### config.mk
export PLATFORM = sky130hd
export DESIGN_NAME = led_mux_scanner
export DESIGN_NICKNAME = d
export VERILOG_FILES = /design/src/rtl/led_scan_pkg.sv /design/src/rtl/lm_step_timer.sv /design/src/rtl/lm_blink_gen.sv /design/src/rtl/lm_plane_store.sv /design/src/rtl/led_mux_scanner.sv
export SDC_FILE = /design/constraint.sdc
export NUM_CORES = 1
export LEC_CHECK = 0
export ABC_AREA = 1
export BUFFER_PORTS_ARGS = -buffer_cell sky130_fd_sc_hd__clkbuf_2
export CELL_PAD_IN_SITES_DETAIL_PLACEMENT = 1
export CELL_PAD_IN_SITES_GLOBAL_PLACEMENT = 1
export CORE_UTILIZATION = 46
export CTS_CLUSTER_SIZE = 10
export DETAILED_ROUTE_END_ITERATION = 16
export PLACE_DENSITY_LB_ADDON = 0.1
export SETUP_SLACK_MARGIN = 0.05
export SYNTH_ARGS = -nofsm -noshare
export SYNTH_HDL_FRONTEND = slang
export SYNTH_HIERARCHICAL = 1
export SYNTH_SLANG_ARGS = --single-unit
### constraint.sdc
create_clock -name clk -period 2.73 [get_ports clk]
set_input_delay 0.4095 -clock clk [delete_from_list [all_inputs] [get_ports clk]]
set_output_delay 0.4095 -clock clk [all_outputs]
set_load 0.02 [all_outputs]
### src/rtl/led_scan_pkg.sv
package led_scan_pkg;

    typedef enum logic [1:0] {
        SCAN_OFF,
        SCAN_GAP,
        SCAN_LIT,
        SCAN_DARK
    } scan_state_t;

    localparam int STEPS_PER_SLOT = 16;
    localparam logic [3:0] LAST_STEP = 4'd15;
    localparam logic [3:0] MAX_ON_STEPS = 4'd15;

    typedef struct packed {
        logic       shutdown;
        logic       blink_en;
        logic       blink_fast;
        logic       per_digit;
        logic       test;
        logic [3:0] glob_int;
    } scan_cfg_t;

    // Lit steps for a brightness code: code+1, capped at 15.
    function automatic logic [3:0] on_steps_f(input logic [3:0] code);
        return (code == 4'hF) ? MAX_ON_STEPS : code + 4'd1;
    endfunction

endpackage

### src/rtl/lm_step_timer.sv
module lm_step_timer #(
    parameter int STEP_CYC = 50
) (
    input  logic       clk,
    input  logic       rst_n,
    input  logic       hold,
    output logic       step_end,
    output logic [3:0] step_idx
);
    localparam int TW = (STEP_CYC > 1) ? $clog2(STEP_CYC) : 1;
    localparam logic [TW-1:0] TICK_LAST = TW'(STEP_CYC - 1);

    logic [TW-1:0] tick_q;

    assign step_end = (tick_q == TICK_LAST);

    always_ff @(posedge clk) begin
        if (!rst_n || hold) begin
            tick_q   <= '0;
            step_idx <= '0;
        end else if (step_end) begin
            tick_q   <= '0;
            step_idx <= step_idx + 4'd1;
        end else begin
            tick_q   <= tick_q + TW'(1);
        end
    end
endmodule

### src/rtl/lm_blink_gen.sv
module lm_blink_gen #(
    parameter int SLOW_HALF_CYC = 2_000_000,
    parameter int FAST_HALF_CYC = 1_000_000
) (
    input  logic clk,
    input  logic rst_n,
    input  logic run,
    input  logic fast,
    input  logic restart,
    output logic phase
);
    localparam int CW = $clog2(SLOW_HALF_CYC + 1);
    localparam logic [CW-1:0] SLOW_LAST = CW'(SLOW_HALF_CYC - 1);
    localparam logic [CW-1:0] FAST_LAST = CW'(FAST_HALF_CYC - 1);

    logic [CW-1:0] cnt_q;
    logic [CW-1:0] last;

    assign last = fast ? FAST_LAST : SLOW_LAST;

    always_ff @(posedge clk) begin
        if (!rst_n || restart) begin
            cnt_q <= '0;
            phase <= 1'b0;
        end else if (run) begin
            if (cnt_q >= last) begin
                cnt_q <= '0;
                phase <= ~phase;
            end else begin
                cnt_q <= cnt_q + CW'(1);
            end
        end
    end
endmodule

### src/rtl/lm_plane_store.sv
module lm_plane_store #(
    parameter int NUM_SLOTS = 8,
    parameter int SEG_W     = 8
) (
    input  logic                            clk,
    input  logic                            rst_n,
    input  logic                            clear,
    input  logic                            wr_en,
    input  logic                            wr_p0,
    input  logic                            wr_p1,
    input  logic [$clog2(NUM_SLOTS)-1:0]    wr_slot,
    input  logic [SEG_W-1:0]                wr_data,
    input  logic                            int_wr,
    input  logic [$clog2(NUM_SLOTS/2)-1:0]  int_pair,
    input  logic [7:0]                      int_byte,
    input  logic [$clog2(NUM_SLOTS)-1:0]    rd_slot,
    output logic [SEG_W-1:0]                rd_p0,
    output logic [SEG_W-1:0]                rd_p1,
    output logic [3:0]                      rd_int
);
    localparam int SW = $clog2(NUM_SLOTS);
    localparam int PW = $clog2(NUM_SLOTS / 2);

    logic [SEG_W-1:0] plane_a [NUM_SLOTS];
    logic [SEG_W-1:0] plane_b [NUM_SLOTS];
    logic [3:0]       bright  [NUM_SLOTS];

    for (genvar s = 0; s < NUM_SLOTS; s++) begin : g_slot
        localparam logic [SW-1:0] SLOT_ID = SW'(s);
        localparam logic [PW-1:0] PAIR_ID = PW'(s / 2);
        logic hit;
        assign hit = wr_en && (wr_slot == SLOT_ID);

        always_ff @(posedge clk) begin
            if (!rst_n || clear) begin
                plane_a[s] <= '0;
                plane_b[s] <= '0;
            end else begin
                if (hit && wr_p0) plane_a[s] <= wr_data;
                if (hit && wr_p1) plane_b[s] <= wr_data;
            end
        end

        always_ff @(posedge clk) begin
            if (!rst_n) begin
                bright[s] <= '0;
            end else if (int_wr && (int_pair == PAIR_ID)) begin
                bright[s] <= (s % 2 == 1) ? int_byte[7:4] : int_byte[3:0];
            end
        end
    end

    assign rd_p0  = plane_a[rd_slot];
    assign rd_p1  = plane_b[rd_slot];
    assign rd_int = bright[rd_slot];
endmodule

### src/rtl/led_mux_scanner.sv
module led_mux_scanner
    import led_scan_pkg::*;
#(
    parameter int NUM_SLOTS     = 8,
    parameter int SEG_W         = 8,
    parameter int STEP_CYC      = 50,
    parameter int SLOW_HALF_CYC = 2_000_000,
    parameter int FAST_HALF_CYC = 1_000_000
) (
    input  logic                            clk,
    input  logic                            rst_n,
    input  logic                            cfg_wr,
    input  logic                            cfg_shutdown,
    input  logic                            cfg_blink_en,
    input  logic                            cfg_blink_fast,
    input  logic                            cfg_per_digit,
    input  logic                            cfg_test,
    input  logic                            cfg_restart,
    input  logic                            cfg_clear,
    input  logic [$clog2(NUM_SLOTS)-1:0]    cfg_scan_limit,
    input  logic [3:0]                      cfg_glob_int,
    input  logic                            wr_en,
    input  logic                            wr_p0,
    input  logic                            wr_p1,
    input  logic [$clog2(NUM_SLOTS)-1:0]    wr_slot,
    input  logic [SEG_W-1:0]                wr_data,
    input  logic                            int_wr,
    input  logic [$clog2(NUM_SLOTS/2)-1:0]  int_pair,
    input  logic [7:0]                      int_byte,
    output logic [NUM_SLOTS-1:0]            dig_sel,
    output logic [SEG_W-1:0]                seg_on,
    output logic                            blink_phase
);
    localparam int SW = $clog2(NUM_SLOTS);

    scan_cfg_t        cfg_q;
    logic [SW-1:0]    lim_q;
    scan_state_t      state_q, state_d;
    logic [SW-1:0]    slot_q;
    logic [SEG_W-1:0] seg_q;
    logic [3:0]       on_q;

    logic             step_end;
    logic [3:0]       step_idx;
    logic [SEG_W-1:0] rd_p0, rd_p1, pattern;
    logic [3:0]       rd_int, code, steps;
    logic             restart_pulse, clear_pulse, shut_w;

    assign restart_pulse = cfg_wr && cfg_restart;
    assign clear_pulse   = cfg_wr && cfg_clear;
    assign shut_w        = cfg_q.shutdown;

    // Stored configuration; restart and clear are not kept.
    always_ff @(posedge clk) begin
        if (!rst_n) begin
            cfg_q.shutdown   <= 1'b1;
            cfg_q.blink_en   <= 1'b0;
            cfg_q.blink_fast <= 1'b0;
            cfg_q.per_digit  <= 1'b0;
            cfg_q.test       <= 1'b0;
            cfg_q.glob_int   <= 4'd0;
            lim_q            <= '0;
        end else if (cfg_wr) begin
            cfg_q.shutdown   <= cfg_shutdown;
            cfg_q.blink_en   <= cfg_blink_en;
            cfg_q.blink_fast <= cfg_blink_fast;
            cfg_q.per_digit  <= cfg_per_digit;
            cfg_q.test       <= cfg_test;
            cfg_q.glob_int   <= cfg_glob_int;
            lim_q            <= cfg_scan_limit;
        end
    end

    lm_step_timer #(.STEP_CYC(STEP_CYC)) u_timer (
        .clk      (clk),
        .rst_n    (rst_n),
        .hold     (state_q == SCAN_OFF),
        .step_end (step_end),
        .step_idx (step_idx)
    );

    lm_blink_gen #(
        .SLOW_HALF_CYC (SLOW_HALF_CYC),
        .FAST_HALF_CYC (FAST_HALF_CYC)
    ) u_blink (
        .clk     (clk),
        .rst_n   (rst_n),
        .run     (!cfg_q.shutdown),
        .fast    (cfg_q.blink_fast),
        .restart (restart_pulse),
        .phase   (blink_phase)
    );

    lm_plane_store #(.NUM_SLOTS(NUM_SLOTS), .SEG_W(SEG_W)) u_store (
        .clk      (clk),
        .rst_n    (rst_n),
        .clear    (clear_pulse),
        .wr_en    (wr_en),
        .wr_p0    (wr_p0),
        .wr_p1    (wr_p1),
        .wr_slot  (wr_slot),
        .wr_data  (wr_data),
        .int_wr   (int_wr),
        .int_pair (int_pair),
        .int_byte (int_byte),
        .rd_slot  (slot_q),
        .rd_p0    (rd_p0),
        .rd_p1    (rd_p1),
        .rd_int   (rd_int)
    );

    // Values latched when a lit window opens.
    assign pattern = cfg_q.test ? {SEG_W{1'b1}}
                   : ((cfg_q.blink_en && blink_phase) ? rd_p1 : rd_p0);
    assign code    = cfg_q.per_digit ? rd_int : cfg_q.glob_int;
    assign steps   = cfg_q.test ? MAX_ON_STEPS : on_steps_f(code);

    // State register.
    always_ff @(posedge clk) begin
        if (!rst_n) state_q <= SCAN_OFF;
        else        state_q <= state_d;
    end

    // Next-state logic.
    always_comb begin
        state_d = state_q;
        unique case (state_q)
            SCAN_OFF:  state_d = SCAN_GAP;
            SCAN_GAP:  if (step_end) state_d = SCAN_LIT;
            SCAN_LIT: begin
                if (step_end) begin
                    if (step_idx == LAST_STEP)  state_d = SCAN_GAP;
                    else if (step_idx == on_q)  state_d = SCAN_DARK;
                end
            end
            SCAN_DARK: if (step_end && step_idx == LAST_STEP) state_d = SCAN_GAP;
            default:   state_d = SCAN_OFF;
        endcase
        if (cfg_q.shutdown) state_d = SCAN_OFF;
    end

    // Slot index and window latches.
    always_ff @(posedge clk) begin
        if (!rst_n) begin
            slot_q <= '0;
            seg_q  <= '0;
            on_q   <= '0;
        end else if (state_q == SCAN_OFF) begin
            slot_q <= '0;
        end else if (state_d == SCAN_GAP && state_q != SCAN_GAP) begin
            slot_q <= (slot_q >= lim_q) ? '0 : slot_q + SW'(1);
        end else if (state_q == SCAN_GAP && state_d == SCAN_LIT) begin
            seg_q <= pattern;
            on_q  <= steps;
        end
    end

    // Outputs.
    always_comb begin
        dig_sel = '0;
        seg_on  = '0;
        if (state_q == SCAN_LIT) begin
            dig_sel[slot_q] = 1'b1;
            seg_on          = seg_q;
        end
    end
endmodule

Word level (Yosys, flattened, before mapping). Memory sizes are Yosys's and may differ from the RTL's. A register that Yosys moved wholly into a read port is not among the register bits. Cells that the tools add are included.

Register bits: 61. Logic and storage cells: 234. Memories: 3. Bits in writable memories: 160. Output and inout port bits: 17. Bits of input ports: 42.

Bitwise operators: 29. Mux-type cells: 112. $add $sub $neg: 5. Reduce and logical (&&, ||, !) cells: 46. Magnitude comparators: 4. Eq/ne operators: 20.

Memories: u_store.plane_a (depth 8, width 8, rd ports 1, clocked after Yosys merged registers in 1, write ports 8, line lm_plane_store.sv:24) `logic [SEG_W-1:0] plane_a [NUM_SLOTS];`; u_store.plane_b (depth 8, width 8, rd ports 1, clocked after Yosys merged registers in 1, write ports 8, line lm_plane_store.sv:25) `logic [SEG_W-1:0] plane_b [NUM_SLOTS];`; u_store.bright (depth 8, width 4, rd ports 1, clocked after Yosys merged registers in 1, write ports 8, line lm_plane_store.sv:26) `logic [3:0] bright [NUM_SLOTS];`.

Operators with widths (number): $mux W8 (20); $mux W1 (64); $mux W4 (11); $mux W21 (2); $logic_and A1 B1 Y1 (35); $or A1 B1 Y1 (24); $add A21 B1 Y21 const B (1); $ge A21 B21 Y1 (1); $mux W3 (7); $eq A3 B3 Y1 const B (4); $mux W2 (6); $eq A2 B2 Y1 const B (5); $add A4 B1 Y4 const B (2); $eq A4 B4 Y1 const B (2); $pmux W2 S4 (1); $add A6 B1 Y6 const B (1); $eq A2 B1 Y1 const B (3); $eq A3 B2 Y1 const B (2); $eq A6 B6 Y1 const B (1); $not A1 Y1 (5); $eq A4 B4 Y1 (1); $logic_not A2 Y1 (2); $lt A3 B4 Y1 const B (1); $reduce_or A2 Y1 (2); 11 further kinds (13).

Depth between registers and ports, before layout. Gate-level depths: netlist of run 1.

Depth after elaboration: 10. Depth in mapped cells: 17. Gate-level depth less buffers: 15.

Hierarchy. Netlist of run 1, hierarchy kept.

Modules (own cells, without submodules): lm_plane_store (area an instance 8177.8 um^2, times used 1, cells each 968); led_mux_scanner (area an instance 1615.3 um^2, times used 1, cells each 252); lm_blink_gen (area an instance 1382.6 um^2, times used 1, cells each 203); lm_step_timer (area an instance 495.5 um^2, times used 1, cells each 65).

Worst setup path after synthesis of run 1. OpenSTA, ideal clock, no wires.

Kind: reg-to-reg. Start: register, netlist name slot_q[0]. End: register on_q[0]. Setup time: 0.116 ns. Stages on the path, launching flop included: 17. Data arrival time: 1.818 ns. Setup slack: 0.795 ns. Required time: 2.614 ns. Cells stage by stage: dfxtp_1 -> buf_2 -> clkbuf_1 -> nand2_1 -> nand3_1 -> nand2_1 -> nand2_1 -> nand2_1 -> nand2_1 -> nand2_1 -> ha_1 -> nand2_1 -> a21oi_1 -> a21oi_1 -> nand2_1 -> o211ai_1 -> inv_1.

RTL lines: end signal: assignment (line led_mux_scanner.sv:154) `on_q <= steps;`; end: declaration (line led_mux_scanner.sv:41) `logic [3:0] on_q;`.

Worst setup path after layout of run 1.
Start: register state_q[1]. End: output dig_sel[5].

Cells in the longest elaborated chain, start to end: 2.

Ends and longest elaborated chain: start: declaration (line led_mux_scanner.sv:38) `scan_state_t state_q, state_d;`; start signal: assignment (line led_mux_scanner.sv:121) `else state_q <= state_d;`; $eq A2 B2 Y1 (line led_mux_scanner.sv:162) `if (state_q == SCAN_LIT) begin`; $mux W8 (line led_mux_scanner.sv:162); end: declaration (line led_mux_scanner.sv:30) `output logic [NUM_SLOTS-1:0] dig_sel,`.

Every way passes these cells.

==> metrics.yaml, run 1 <==
status: "complete, no violations"
p_sw_w: 0.00175
cts_setup_buffers: 0
ioPinCount: 59
fillers: 3084
syn_area_mm2: 0.0117
cts_hold_buf: 0
hold_depth: 3
die_w_um: 161
grt_setup_unrepaired: "false"
die_h_um: 161
antenna_found_initial: 0
io_buffer_count: 58
postRouteAntennaNets: 0
drtIter0Drc: 523
start_kind: "flip-flop"
ir_drop_mv: 0.343
rows: 57
switching_share: 0.235
hpwl_um: 21900
synth_area_leaders: "edfxtp_1 (41%), nand2_1 (13%), dfxtp_1 (10%)"
worstPathMaxFanout: 4
fin_setup_tns_ns: 0
worstPathRequired_ns: 2.32
num_antenna_cells: 0
placed_cell_area_mm2: 0.0122
root_buffer: "clkbuf_16"
crit_type: "flip-flop to output pin"
syn_to_final_growth_pct: 10.6
grt_use_met1: 0.307
clk_latency_ns: 0.53
seqPwrFrac: 0.518
drc: 0
setup_viol: 0
period_needed_ns: 2.34
holdPathEnd: "shut_w"
cp_data_arrival_time_ns: 1.93
grt_usage: 0.242
p_leak_nw: 5.89
synth_top_area_frac: 0.412
drt_first_pass_iters: 5
synth_warnings: 6
fp.coreArea_mm2: 0.0246
gp_congestion: 0.806
synth-seq-cells: 221
initial_core_util: 0.474
use_met2: 0.445
ff_latch_area_mm2: 0.00603
syn_inst: 1488
r2r_slack_ns: 0.62
grt_pass1_wl_um: 49600
cts_resized: 0
synth.avg_cell_area_um2: 7.84
relSlewSlack: 0.413
cts_buffers: 26
p_int_w: 0.00569
multi_input_area_mm2: 0.00437
wirelength_um: 30900
hold_path_class: "input pin to flip-flop"
cap_violations: 0
nets: 1590
worstMarginPinSlew_ns: 0.880
htree_num_levels: 1
yosysSeqAreaShare: 0.516
overflow: 0
fmax_mhz: 427
synth_top_cell_by_area: "edfxtp_1"
routed_via_density: 5.03
pwr-share-comb: 0.078
syn_nets: 1546
rr_endpoint: "on_q[0]"
die_area_mm2: 0.0260
clockBufferDepth: 3
reg2regPathDepth: 15
grt_pass1_vias: 9822
r2r_start: "slot_q[0]"
ys_types: 38
finalCritPeriodShare: 0.858
hp-start: "cfg_shutdown"
tritoncts: "built"
wl_per_cell_um: 16.6
grt_busiest_layer: "met2"
final_common_cell: "nand2_1"
fin_area_mm2: 0.0129
clkPwrFrac: 0.404
drv_slew: 0
gr-usage-met3: 0.0236
cp-end-kind: "output pin"
final_cell_mix: "nand2_1 (409), nor2_1 (261), inv_1 (253), edfxtp_1 (160), nand3_1 (117)"
whs_ns: 0.124
grt_max_degree: 66
num_vias: 9375
fin_skew_ns: 0.0243
clkTransAtPathRegs_ns: 0.06
power_density_mw_per_mm2: 576
hold_violations: 0
cts_num_sinks: 221
drive_above_1_share: 0.103
[per-stage QoR]
| stage | total power (W) | worst slack, ns | utilization | instances |
|---|---|---|---|---|
| 2_1_floorplan | 0.00429 | 0.795 | - | 1488 |
| 3_3_place_gp | 0.00448 | 0.620 | 0.496 | 1828 |
| 3_5_place_dp | 0.00450 | 0.605 | 0.496 | 1828 |
| 4_1_cts | 0.00751 | 0.334 | 0.525 | 1863 |
| 5_1_grt | 0.00771 | 0.231 | 0.525 | 1863 |
| 6_report | 0.00744 | 0.386 | 0.525 | 1863 |
[logic make-up after synthesis]
group,synth area share
AO/OA/AOI/OAI,0.0308
XOR/XNOR,0.0105
adder cells (fa/ha/maj),0.0172
buffers and inverters,0.109
flip-flops,0.516
AND/OR/NAND/NOR,0.316
[synth_stat cells (all sizes together)]
library cell	instances
nand2	417
nor2	277
inv	263
edfxtp	160
nand3	132
dfxtp	61
clkbuf	33
o21ai	31
buf	25
a21oi	20
nand4	19
ha	16
a31oi	8
xnor2	8
xor2	6
nor3	5
a21boi	1
a32o	1
clkinv	1
nand3b	1
o211ai	1
o21a	1
o22ai	1
[registers in the layout (all words and copies together) (netlist names)]
| register | cells |
|---|---|
| u_store/plane_a | 64 |
| u_store/plane_b | 64 |
| u_store/bright | 32 |
| u_blink/cnt_q | 21 |
| cfg_q | 8 |
| seg_q | 8 |
| u_timer/tick_q | 6 |
| on_q | 4 |
| u_timer/step_idx | 4 |
| lim_q | 3 |
| slot_q | 3 |
| state_q | 2 |
| shut_w | 1 |
| u_blink/phase | 1 |
[layer usage]
metal	share of wire	up-vias
met5	0	-
met4	0.017	0
met3	0.033	34
met2	0.51	116
met1	0.44	4539
li1	-	4686
[area by class of cell]
type	count	share of cell area
inverter	264	0.0767
sequential	221	0.467
tap	324	0.0314
timing repair buffer	74	0.0318
multi-input combinational	945	0.339
clock buffer	34	0.0535
clock inverter	1	0.00126
[worst max path at each step]
stage	start	to	slack, ns	cells past startpoint
floorplan	slot_q[0]	on_q[0]	0.80	16
global placement	cfg_wr	u_store/plane_b[0][0]	0.62	6
detailed placement	cfg_wr	u_store/plane_b[5][4]	0.61	6
CTS	state_q[1]	dig_sel[5]	0.33	5
global route	state_q[1]	dig_sel[5]	0.23	5
finish	state_q[1]	dig_sel[5]	0.39	5
[critical path: stages (launching register included)]
cell,delay [ns]
dfxtp_1,0.40
inv_1,0.08
nor2_1,0.36
nand2_1,0.22
nor2_1,0.16
clkbuf_2,0.19
[power by group through the flow]
stage	logic [W]	registers (W)	clock network, W
global placement	0.000562	0.00391	0
floorplan	0.000393	0.00390	0
global route	0.000655	0.00387	0.00318
finish	0.000580	0.00385	0.00300
CTS	0.000587	0.00386	0.00307
detailed placement	0.000580	0.00392	0
(Power assumes the default switching activity.)
==> run 2: changes to the inputs <==
- CORE_UTILIZATION: 46 -> 48
- CTS_BUF_LIST: unset -> sky130_fd_sc_hd__clkbuf_2 sky130_fd_sc_hd__clkbuf_4 sky130_fd_sc_hd__clkbuf_8
- PLACE_DENSITY: unset -> 0.9
- PLACE_DENSITY_LB_ADDON: 0.1 -> unset
- SLEW_MARGIN: unset -> 40
==> metrics.yaml, run 2 (synthesized netlist as in run 1, its figures left out) <==
status: "complete, no violations"  # unchanged
cts_hold_buf: 0  # unchanged
reg2regPathDepth: 14  # was 15
antenna_found_initial: 1  # was 0
die_w_um: 158  # was 161 µm
fin_cells: 1893  # was 1863
fin_setup_tns_ns: 0  # unchanged
io_buffer_count: 58  # unchanged
switching_share: 0.251  # was 0.235
setup_viol: 0  # unchanged
fin_area_mm2: 0.0129  # about the same
fp.coreArea_mm2: 0.0237  # was 0.0246 mm²
root_buffer: "clkbuf_8"  # was clkbuf_16
die_h_um: 158  # was 161 µm
crit_path_top_delay_cell: "dfxtp_1"  # unchanged
worstPathRequired_ns: 2.32  # about the same
pwr-share-comb: 0.080  # was 0.078
power_density_mw_per_mm2: 576  # about the same
drtIter0Drc: 580  # was 523
gp_congestion: 0.869  # was 0.806
ioPinCount: 59  # unchanged
routed_via_density: 5.28  # was 5.03
placed_cell_area_mm2: 0.0122  # about the same
final_cell_mix: "nand2_1 (409), nor2_1 (261), inv_1 (252), edfxtp_1 (160), nand3_1 (117)"  # was nand2_1 (409), nor2_1 (261), inv_1 (253), edfxtp_1 (160), nand3_1 (117)
path_buf_inv: 3  # was 2
seqPwrFrac: 0.517  # was 0.518
finalCritPeriodShare: 0.853  # was 0.858
fmax_mhz: 429  # was 427 MHz
power.total_w: 0.00746  # was 0.00744 W
cp_cell_sequence: "inv_1, nor2_1, inv_1, nor2_1, clkbuf_2"  # was inv_1, nor2_1, nand2_1, nor2_1, clkbuf_2
final_core_util: 0.547  # was 0.525
crit_path_max_incr_delay_ns: 0.38  # was 0.40 ns
grt_pass1_vias: 10500  # was 9822
crit_family: "buffers and inverters"  # was simple AND/OR/NAND/NOR gates
cp_data_arrival_time_ns: 1.92  # was 1.93 ns
start_kind: "flip-flop"  # unchanged
grt_pass1_wl_um: 54000  # was 49600 µm
placed_cells: 1822  # was 1828
initial_core_util: 0.493  # was 0.474
rows: 56  # was 57
worstPathMaxFanout: 8  # was 4
fillers: 3013  # was 3084
fin_skew_ns: 0.0304  # was 0.0243 ns
cap_violations: 0  # unchanged
die_area_mm2: 0.0249  # was 0.0260 mm²
overflow: 0  # unchanged
drv_slew: 0  # unchanged
cp_num_cells: 5  # unchanged
worstMarginPinSlew_ns: 0.907  # was 0.880 ns
cts_setup_buffers: 0  # unchanged
hpwl_um: 23800  # was 21900 µm
grt_usage: 0.285  # was 0.242
postRouteAntennaNets: 0  # unchanged
clk_latency_ns: 0.54  # was 0.53 ns
hold_depth: 3  # unchanged
drive_above_1_share: 0.119  # was 0.103
wl_per_cell_um: 18.2  # was 16.6 µm
wirelength_um: 34400  # was 30900 µm
num_vias: 10000  # was 9375
grt_setup_unrepaired: "false"  # unchanged
hold_path_class: "input pin to flip-flop"  # unchanged
p_int_w: 0.00558  # was 0.00569 W
tritoncts: "built"  # unchanged
crit_type: "flip-flop to output pin"  # unchanged
syn_to_final_growth_pct: 10.9  # was 10.6%
drt_first_pass_iters: 5  # unchanged
clkPwrFrac: 0.402  # was 0.404
htree_num_levels: 2  # was 1
drc: 0  # unchanged
period_needed_ns: 2.33  # was 2.34 ns
largest_registers: "u_store/plane_a x64, u_store/plane_b x64, u_store/bright x32"  # unchanged
nets: 1603  # was 1590
cts_num_sinks: 221  # unchanged
p_leak_nw: 5.94  # was 5.89 nW
clockBufferDepth: 3  # unchanged
final_common_cell: "nand2_1"  # unchanged
cts_resized: 0  # unchanged
relSlewSlack: 0.395  # was 0.413
clkTransAtPathRegs_ns: 0.06  # about the same
num_antenna_cells: 0  # unchanged
p_sw_w: 0.00188  # was 0.00175 W
cts_buffers: 40  # was 26
hold_violations: 0  # unchanged
cp-end-kind: "output pin"  # unchanged
grt_max_degree: 65  # was 66
ir_drop_mv: 0.351  # was 0.343 mV
## run 2: stage by stage
stage | hold slack [ns] | setup slack (ns)
after floorplan | 0.440 | 0.795
after global placement | 0.456 | 0.641
after CTS | 0.0733 | 0.360
final | 0.0958 | 0.401
after global routing | 0.116 | 0.285
after detailed placement | 0.466 | 0.575
## run 2: layout make-up
cell class                 count  area (µm²)  share of cell area
inverter                     264         991              0.0765
tap                          319         399              0.0308
clock inverter                15        60.1             0.00464
sequential                   221        6030               0.466
timing repair buffer          73         403              0.0311
multi-input combinational    945        4370               0.338
clock buffer                  56         696              0.0537
## run 2: worst reg2reg max path: cells and delay by family (launching register included)
kind / cells / cell delay (ns)
adders and majority gates: 1 / 0.21
and+or+nand+nor: 8 / 0.65
DFF: 1 / 0.55
buffers and inverters: 2 / 0.29
AOI/OAI and AO/OA: 3 / 0.35
## run 2: worst paths after layout
kind / slack, ns / startpoint / to
setup / recovery: 0.40 / state_q[1] / seg_on[3]
hold / removal: 0.1 / cfg_shutdown / shut_w
setup reg to reg: 0.58 / slot_q[1] / on_q[0]
hold reg to reg: 0.47 / lim_q[2] / lim_q[2]
## run 2: routing by layer
metal / vias to the layer above / part of all wire / track usage
met3: 98 / 0.062 / 0.0534
met1: 4854 / 0.41 / 0.343
met2: 311 / 0.50 / 0.496
met5: - / 0 / 0
met4: 0 / 0.033 / 0.125
li1: 4738 / - / -
## run 2: power groups by stage
stage	Clock (W)	Sequential, W	Combinational [W]
after floorplan	0	0.00390	0.000393
after global placement	0	0.00391	0.000549
after detailed placement	0	0.00393	0.000582
after CTS	0.00305	0.00386	0.000597
after global routing	0.00320	0.00387	0.000661
final	0.00300	0.00386	0.000599
